===== config.mk =====
export PLATFORM = sky130hd
export DESIGN_NAME = irq_concentrator
export DESIGN_NICKNAME = d
export VERILOG_FILES = /design/src/rtl/irq_conc_pkg.sv /design/src/rtl/irq_conc_first.sv /design/src/rtl/irq_conc_timer.sv /design/src/rtl/irq_concentrator.sv
export SDC_FILE = /design/constraint.sdc
export NUM_CORES = 2
export LEC_CHECK = 0
export BUFFER_PORTS_ARGS = -buffer_cell sky130_fd_sc_hd__buf_2
export CAP_MARGIN = 10
export CORE_UTILIZATION = 55
export CTS_BUF_LIST = sky130_fd_sc_hd__clkbuf_4 sky130_fd_sc_hd__clkbuf_8
export CTS_CLUSTER_SIZE = 40
export DETAILED_ROUTE_END_ITERATION = 10
export HOLD_SLACK_MARGIN = 0.15
export PLACE_DENSITY = 0.75
export SLEW_MARGIN = 25
export SYNTH_ARGS = -nofsm -noshare
export SYNTH_HDL_FRONTEND = slang
export SYNTH_SLANG_ARGS = --single-unit

===== constraint.sdc =====
create_clock -name clk -period 3.9 [get_ports clk]
set_input_delay 0.78 -clock clk [delete_from_list [all_inputs] [get_ports clk]]
set_output_delay 0.78 -clock clk [all_outputs]
set_load 0.02 [all_outputs]

===== src/rtl/irq_conc_pkg.sv =====
// Package: shared function codes and field widths of the interrupt concentrator.
// Assumes a 10-bit word address split into a 5-bit function and a 5-bit index.
package irq_conc_pkg;
    localparam int FUNC_W = 5;
    localparam int IDX_W  = 5;
    localparam int ADDR_W = FUNC_W + IDX_W;

    typedef enum logic [FUNC_W-1:0] {
        FN_MBOX = 5'd0,
        FN_TPER = 5'd1,
        FN_TVAL = 5'd2,
        FN_TACK = 5'd3,
        FN_PMSK = 5'd4,
        FN_PSET = 5'd5,
        FN_PCLR = 5'd6,
        FN_HMSK = 5'd8,
        FN_HSET = 5'd9,
        FN_HCLR = 5'd10,
        FN_WMSK = 5'd12,
        FN_WSET = 5'd13,
        FN_WCLR = 5'd14,
        FN_PRIO = 5'd15,
        FN_CONF = 5'd16
    } func_e;
endpackage


===== src/rtl/irq_conc_first.sv =====
// Lowest-index finder: reports whether any bit of vec is set and the index of
// the lowest set bit. Assumes N <= 32 so the index fits in five bits.
module irq_conc_first #(
    parameter int N = 8
) (
    input  logic [N-1:0] vec,
    output logic         hit,
    output logic [4:0]   idx
);
    // scan from the top so the lowest set bit is the last one assigned
    always_comb begin
        hit = |vec;
        idx = '0;
        for (int i = N - 1; i >= 0; i--) begin
            if (vec[i]) idx = 5'(i);
        end
    end
endmodule


===== src/rtl/irq_conc_timer.sv =====
// One periodic countdown timer with a pending flag. A write loads the period
// and the value. A nonzero period reloads and fires when the value is at most 1.
// A set caused by firing beats a clear from acknowledge.
module irq_conc_timer #(
    parameter int CNT_W = 32
) (
    input  logic             clk,
    input  logic             rst_n,
    input  logic             per_we,
    input  logic [CNT_W-1:0] per_wdata,
    input  logic             ack,
    output logic [CNT_W-1:0] period,
    output logic [CNT_W-1:0] value,
    output logic             pend
);
    logic fire;

    // expiry strobe: running, at end of count, not being reprogrammed
    assign fire = !per_we && (period != '0) && (value <= CNT_W'(1));

    // period register and down-counter with reload
    always_ff @(posedge clk) begin
        if (!rst_n) begin
            period <= '0;
            value  <= '0;
        end else if (per_we) begin
            period <= per_wdata;
            value  <= per_wdata;
        end else if (period != '0) begin
            value <= fire ? period : value - CNT_W'(1);
        end
    end

    // pending flag: set on expiry, cleared by acknowledge
    always_ff @(posedge clk) begin
        if (!rst_n)    pend <= 1'b0;
        else if (fire) pend <= 1'b1;
        else if (ack)  pend <= 1'b0;
    end
endmodule


===== src/rtl/irq_concentrator.sv =====
// Per-cluster interrupt concentrator. Merges level hardware lines, write-set
// mailboxes and one timer per core behind per-core masks. Drives one line per
// core and returns a packed lowest-index status word per core.
// Assumes NHWI, NWTI and NCORES are each between 2 and 16, and that hw_irq is
// already synchronous to clk. Interrupt lines are combinational from state.
module irq_concentrator #(
    parameter int NCORES = 4,
    parameter int NHWI   = 8,
    parameter int NWTI   = 8,
    parameter int CNT_W  = 32
) (
    input  logic              clk,
    input  logic              rst_n,
    input  logic [NHWI-1:0]   hw_irq,
    input  logic              bus_wr,
    input  logic              bus_rd,
    input  logic [9:0]        bus_addr,
    input  logic [31:0]       bus_wdata,
    output logic [31:0]       bus_rdata,
    output logic [NCORES-1:0] core_irq
);
    import irq_conc_pkg::*;

    localparam int NPTI = NCORES;
    localparam int CW   = $clog2(NCORES);
    localparam int WW   = $clog2(NWTI);

    logic [FUNC_W-1:0] func;
    logic [IDX_W-1:0]  idx;
    logic              core_ok, mbox_ok;
    logic [CW-1:0]     csel;
    logic [WW-1:0]     wsel;

    logic [NCORES-1:0][NHWI-1:0] hmask_q;
    logic [NCORES-1:0][NWTI-1:0] wmask_q;
    logic [NCORES-1:0][NPTI-1:0] pmask_q;
    logic [NWTI-1:0]             wti_pend;
    logic [NWTI-1:0][31:0]       mbox_q;
    logic [NPTI-1:0]             pti_pend;
    logic [NPTI-1:0][CNT_W-1:0]  tmr_period;
    logic [NPTI-1:0][CNT_W-1:0]  tmr_value;
    logic [NCORES-1:0][31:0]     prio_word;
    logic [31:0]                 rd_mux;

    assign func    = bus_addr[9:5];
    assign idx     = bus_addr[4:0];
    assign core_ok = int'(idx) < NCORES;
    assign mbox_ok = int'(idx) < NWTI;
    assign csel    = idx[CW-1:0];
    assign wsel    = idx[WW-1:0];

    // per-core mask registers: set words OR in, clear words AND out
    always_ff @(posedge clk) begin
        if (!rst_n) begin
            hmask_q <= '0;
            wmask_q <= '0;
            pmask_q <= '0;
        end else if (bus_wr) begin
            for (int c = 0; c < NCORES; c++) begin
                if (idx == IDX_W'(c)) begin
                    if (func == FN_HSET) hmask_q[c] <= hmask_q[c] | bus_wdata[NHWI-1:0];
                    if (func == FN_HCLR) hmask_q[c] <= hmask_q[c] & ~bus_wdata[NHWI-1:0];
                    if (func == FN_WSET) wmask_q[c] <= wmask_q[c] | bus_wdata[NWTI-1:0];
                    if (func == FN_WCLR) wmask_q[c] <= wmask_q[c] & ~bus_wdata[NWTI-1:0];
                    if (func == FN_PSET) pmask_q[c] <= pmask_q[c] | bus_wdata[NPTI-1:0];
                    if (func == FN_PCLR) pmask_q[c] <= pmask_q[c] & ~bus_wdata[NPTI-1:0];
                end
            end
        end
    end

    // mailboxes: one data word and one pending flag each
    for (genvar n = 0; n < NWTI; n++) begin : g_mbox
        logic mb_set, mb_clr;
        assign mb_set = bus_wr && (func == FN_MBOX) && (idx == IDX_W'(n));
        assign mb_clr = bus_rd && (func == FN_MBOX) && (idx == IDX_W'(n));

        // data capture and pending flag, with set beating clear
        always_ff @(posedge clk) begin
            if (!rst_n) begin
                mbox_q[n]   <= '0;
                wti_pend[n] <= 1'b0;
            end else begin
                if (mb_set) mbox_q[n] <= bus_wdata;
                if (mb_set)      wti_pend[n] <= 1'b1;
                else if (mb_clr) wti_pend[n] <= 1'b0;
            end
        end
    end

    // one timer per core
    for (genvar c = 0; c < NPTI; c++) begin : g_tmr
        irq_conc_timer #(.CNT_W(CNT_W)) u_tmr (
            .clk      (clk),
            .rst_n    (rst_n),
            .per_we   (bus_wr && (func == FN_TPER) && (idx == IDX_W'(c))),
            .per_wdata(bus_wdata[CNT_W-1:0]),
            .ack      (bus_rd && (func == FN_TACK) && (idx == IDX_W'(c))),
            .period   (tmr_period[c]),
            .value    (tmr_value[c]),
            .pend     (pti_pend[c])
        );
    end

    // per-core priority encoding and interrupt line
    for (genvar c = 0; c < NCORES; c++) begin : g_core
        logic       h_hit, w_hit, p_hit;
        logic [4:0] h_idx, w_idx, p_idx;
        logic [NHWI-1:0] h_act;
        logic [NWTI-1:0] w_act;
        logic [NPTI-1:0] p_act;

        assign h_act = hw_irq & hmask_q[c];
        assign w_act = wti_pend & wmask_q[c];
        assign p_act = pti_pend & pmask_q[c];

        irq_conc_first #(.N(NHWI)) u_h (.vec(h_act), .hit(h_hit), .idx(h_idx));
        irq_conc_first #(.N(NWTI)) u_w (.vec(w_act), .hit(w_hit), .idx(w_idx));
        irq_conc_first #(.N(NPTI)) u_p (.vec(p_act), .hit(p_hit), .idx(p_idx));

        assign prio_word[c] = {3'b0, w_idx, 3'b0, h_idx, 3'b0, p_idx,
                               5'b0, w_hit, h_hit, p_hit};
        assign core_irq[c]  = (|h_act) | (|w_act) | (|p_act);
    end

    // read multiplexer by function code
    always_comb begin
        rd_mux = '0;
        case (func)
            FN_MBOX: if (mbox_ok) rd_mux = mbox_q[wsel];
            FN_TPER: if (core_ok) rd_mux = 32'(tmr_period[csel]);
            FN_TVAL: if (core_ok) rd_mux = 32'(tmr_value[csel]);
            FN_PMSK: if (core_ok) rd_mux = 32'(pmask_q[csel]);
            FN_HMSK: if (core_ok) rd_mux = 32'(hmask_q[csel]);
            FN_WMSK: if (core_ok) rd_mux = 32'(wmask_q[csel]);
            FN_PRIO: if (core_ok) rd_mux = prio_word[csel];
            FN_PCLR: rd_mux = 32'(pti_pend);
            FN_HCLR: rd_mux = 32'(hw_irq);
            FN_WCLR: rd_mux = 32'(wti_pend);
            FN_CONF: rd_mux = {8'd0, 8'(NWTI), 8'(NHWI), 8'(NPTI)};
            default: rd_mux = '0;
        endcase
    end

    // registered read data, zero outside read responses
    always_ff @(posedge clk) begin
        if (!rst_n) bus_rdata <= '0;
        else        bus_rdata <= bus_rd ? rd_mux : '0;
    end
endmodule


==> impl.org <==
** Setup path
- Number of buffer and inverter instances along the worst setup path :: 1
- Among cell families on the critical path, the largest total delay comes from simple AND/OR/NAND/NOR gates.
- At the worst endpoint, the arrival time is 2.48 ns.
- At the worst endpoint, the required time is 3.12 ns.
- Critical Path Fanout Max :: 10
- The slowest stage of the critical path belongs to the cell sky130_fd_sc_hd__dfxtp_1.
- Stage delay of the slowest cell on the critical path :: 0.43 ns
- STA classifies the critical path endpoint as a primary output.
- STA classifies the critical path startpoint as a register.
- By startpoint and endpoint, the worst setup path is classified as reg2out.
- The critical path crosses 5 cells after its start point.
- Worst path cell trace :: a22oi_1 -> nor2b_1 -> nand4_1 -> or3_1 -> buf_2
- Worst r2r path cells :: 8

** Place
- Worst Setup Slack post-DPL :: 0.620 ns
- The congestion estimate from routability-driven global placement came to 1.00.
- Number of placed instances, taps included :: 4,628
- Post-detailed-placement half-perimeter wirelength :: 77,200 um
- Buffers placed on the I/O ports in this run total 89.

** Global route
- Via count of the first global-routing pass :: 28,500
- After global routing the overflow that remains totals 0.
- Entering global routing, the biggest net connects 126 pins.
- The number of antenna violations at the first check in global routing is 6.
- For this run, the total global-route usage over all layers was measured as 36.9%.
- The first global-routing pass estimated 173,000 um of wire.

** STA
- Setup violations remaining at the end of the flow were counted as 0.
- Final worst path period share :: 83.6%
- Once routing completed, OpenROAD measured the worst setup slack at 0.638 ns.
- Slew Viols, Final :: 0
- Summed over all failing endpoints, the final setup total negative slack is 0 ns.
- For the pin with the worst max-slew slack, the measured transition is 1.06 ns.
- Maximum clock rate :: 307 MHz
- The final hold violation count was 0.
- The worst pin sits at a relative slew slack of 28.9%.
- RSZ-0062 raised after global routing :: false
- Final hold analysis gives a worst-case slack of 0.446 ns.
- Final min period :: 3.26 ns
- On the final layout, the worst clock skew is 0.0447 ns.

** Logic synthesis
- Post-synthesis instance total :: 4,044
- Cell type contributing the most total cell area after synthesis :: sky130_fd_sc_hd__dfxtp_1
- After synthesis, the mean cell area works out to 8.04 um^2.
- The Yosys step of the flow raised 0 warnings.
- Share of flip-flops with an asynchronous set or reset after synthesis :: 0%
- Sorting the synthesized cells by how often they occur yields sky130_fd_sc_hd__nand2_1, sky130_fd_sc_hd__a21oi_1, sky130_fd_sc_hd__dfxtp_1, sky130_fd_sc_hd__clkbuf_1, sky130_fd_sc_hd__nor2_1.
- Number of enable flip-flop cells after synthesis :: 0
- Yosys attributes the largest share of cell area to sky130_fd_sc_hd__dfxtp_1, sky130_fd_sc_hd__nand2_1, sky130_fd_sc_hd__a21oi_1.
- Counting flops and latches in the post-synthesis netlist gives 636.
- Counting every net in the synthesized netlist gives 4,106.
- Among all cell types in the netlist, the one instantiated most often is sky130_fd_sc_hd__nand2_1.
- Part of the Yosys area used for sequential elements :: 39.2%
- Summing every instance area after synthesis gives 32,500 um^2.
- Predominant post-synthesis flop cell :: sky130_fd_sc_hd__dfxtp_1
- Counting distinct cell types in the post-synthesis netlist gives 75.
- Yosys top cell area share :: 39.2%

** Drt
- Antenna-violating nets left :: 0
- Wire length per cell after detailed routing :: 23.5 um
- For this run, design rule violations remaining after detail routing come to 0.
- 1st-iter DRT viols :: 4,702
- Across all layers, the routed design uses 31,900 vias.
- Summed over all layers, the routed wires come to 113,000 um.
- Vias per cell :: 6.64
- The pre-antenna-repair detailed-routing pass consisted of 7 iterations.

** CTS
- Buffers inserted to repair hold after CTS numbered 0.
- After clock tree synthesis, the repair step resized 0 gates.
- TritonCTS clock tree :: yes
- The later pin in the worst-skew pair is clocked with a latency of 0.74 ns.
- Setup Buffers After CTS :: 0
- The clock net in this run drives a total of 636 sinks.
- Maximum level of the CTS H-tree :: 3
- Maximum root-to-sink buffer count :: 3
- Clock Pin Slew Worst Setup and Hold Paths :: 0.06 ns
- Clock tree synthesis selected as its root buffer the cell sky130_fd_sc_hd__clkbuf_8.
- In this run, CTS created clock tree buffers numbering 103.

** Die
- The die is 245 um wide.
- Number of top-level design ports :: 90
- Row generation in the floorplan step produced 88 rows.
- The die covers 60,100 um^2.
- After floorplanning, the core was sized to cover 58,000 um^2.
- Vertical extent of the die :: 245 um
- Once the floorplan was initialized, standard cells occupied 56.0% of the core.

** Final layout
- # fillers :: 5,075
- Relative to the synthesized area, the layout overhead comes to 10.1%.
- In the final layout, the share of cells above drive strength 1 is 14.2%.
- For this run, the post-layout net count is 4,030.
- Final std cells w/o fill :: 4,807

** Pwr
- Maximum vdd drop :: 0.260 mV
- Power density normalized to cell area :: 389 nW/um^2
- Total power for the finished layout comes to 13,900 uW.
- Total leakage power :: 0.0121 uW

** Hold path
- Depth of the worst hold-timing path :: 2
- Hold crit path type :: reg2reg

** Status
- Result of the run :: completed

** Job
- # Max-Cap Violations :: 0
==> through the flow <==
step / cell area [um^2] / utilization [%]
6_report: 35800 / 61.6
5_1_grt: 35800 / 61.6
4_1_cts: 35800 / 61.6
3_5_place_dp: 33500 / 57.8
3_3_place_gp: 33500 / 57.8
2_1_floorplan: 32500 / -
==> per-layer routing <==
layer,wire [um],global-route usage [%]
met5,47,0
met4,4140,14.6
met3,15200,9.22
met2,48700,53.7
met1,45100,52.1
==> worst register-to-register path: cells and delay by family, from the launching register on <==
kind,cells,cell delay (ns)
flip-flops,1,0.37
AND/OR/NAND/NOR,5,2.10
AO/OA/AOI/OAI,2,0.34
buffers and inverters,1,0.24
==> logic make-up (layout without fill, tap and decap cells) <==
logic type,count (synthesis),after routing,synth area share (%)
AO/OA/AOI/OAI,1264,1264,23.1
XOR/XNOR,89,89,2.40
adder cells (fa/ha/maj),8,8,0.308
buffers and inverters,399,394,4.72
flip-flops,636,636,39.2
multiplexers,160,160,10.7
other,0,3,0
AND/OR/NAND/NOR,1488,1488,19.6
==> layout make-up <==
type	instances	area, um^2	share of cell area [%]
diodes	3	7.51	0.0210
multi-input cells	3009	18300	51.2
well taps	765	957	2.68
clock inverters	16	234	0.654
repair buffers	198	1420	3.98
flip-flops and latches	636	12700	35.6
clock buffers	160	2010	5.63
inverters	20	82.6	0.231
==> cells in the final DEF, fill, tap and decap left out, drive strengths merged, types with 14 or more instances in the layout <==
cell type  count
nand2        949
a21oi        705
dfxtp        636
nor2         200
buf          197
o21ai        167
clkbuf       161
mux4         149
a311oi        86
nand3         70
a22oi         64
nor4          63
nor3          63
xnor2         53
a31oi         44
xor2          36
or3           28
a211oi        28
o221ai        22
inv           22
nand4         21
o211ai        21
or4           19
and3          18
a22o          17
o22ai         17
nand2b        14
==> path summary, 6_finish.rpt <==
check / from / to / slack [ns]
worst max-delay path: wti_pend[7] / core_irq[0] / 0.64
worst min-delay path: mbox_q[218] / mbox_q[218] / 0.45
worst max register to register: g_tmr[2].u_tmr.value[26] / g_tmr[2].u_tmr.value[0] / 0.74
worst min register to register: mbox_q[218] / mbox_q[218] / 0.45
==> where the power goes <==
| group | internal (uW) | switching, uW | total [uW] |
|---|---|---|---|
| Clock | 3600 | 2780 | 6380 |
| Sequential | 6510 | 17.7 | 6520 |
| Combinational | 279 | 721 | 1000 |
Power figures use the tool's default switching activity.
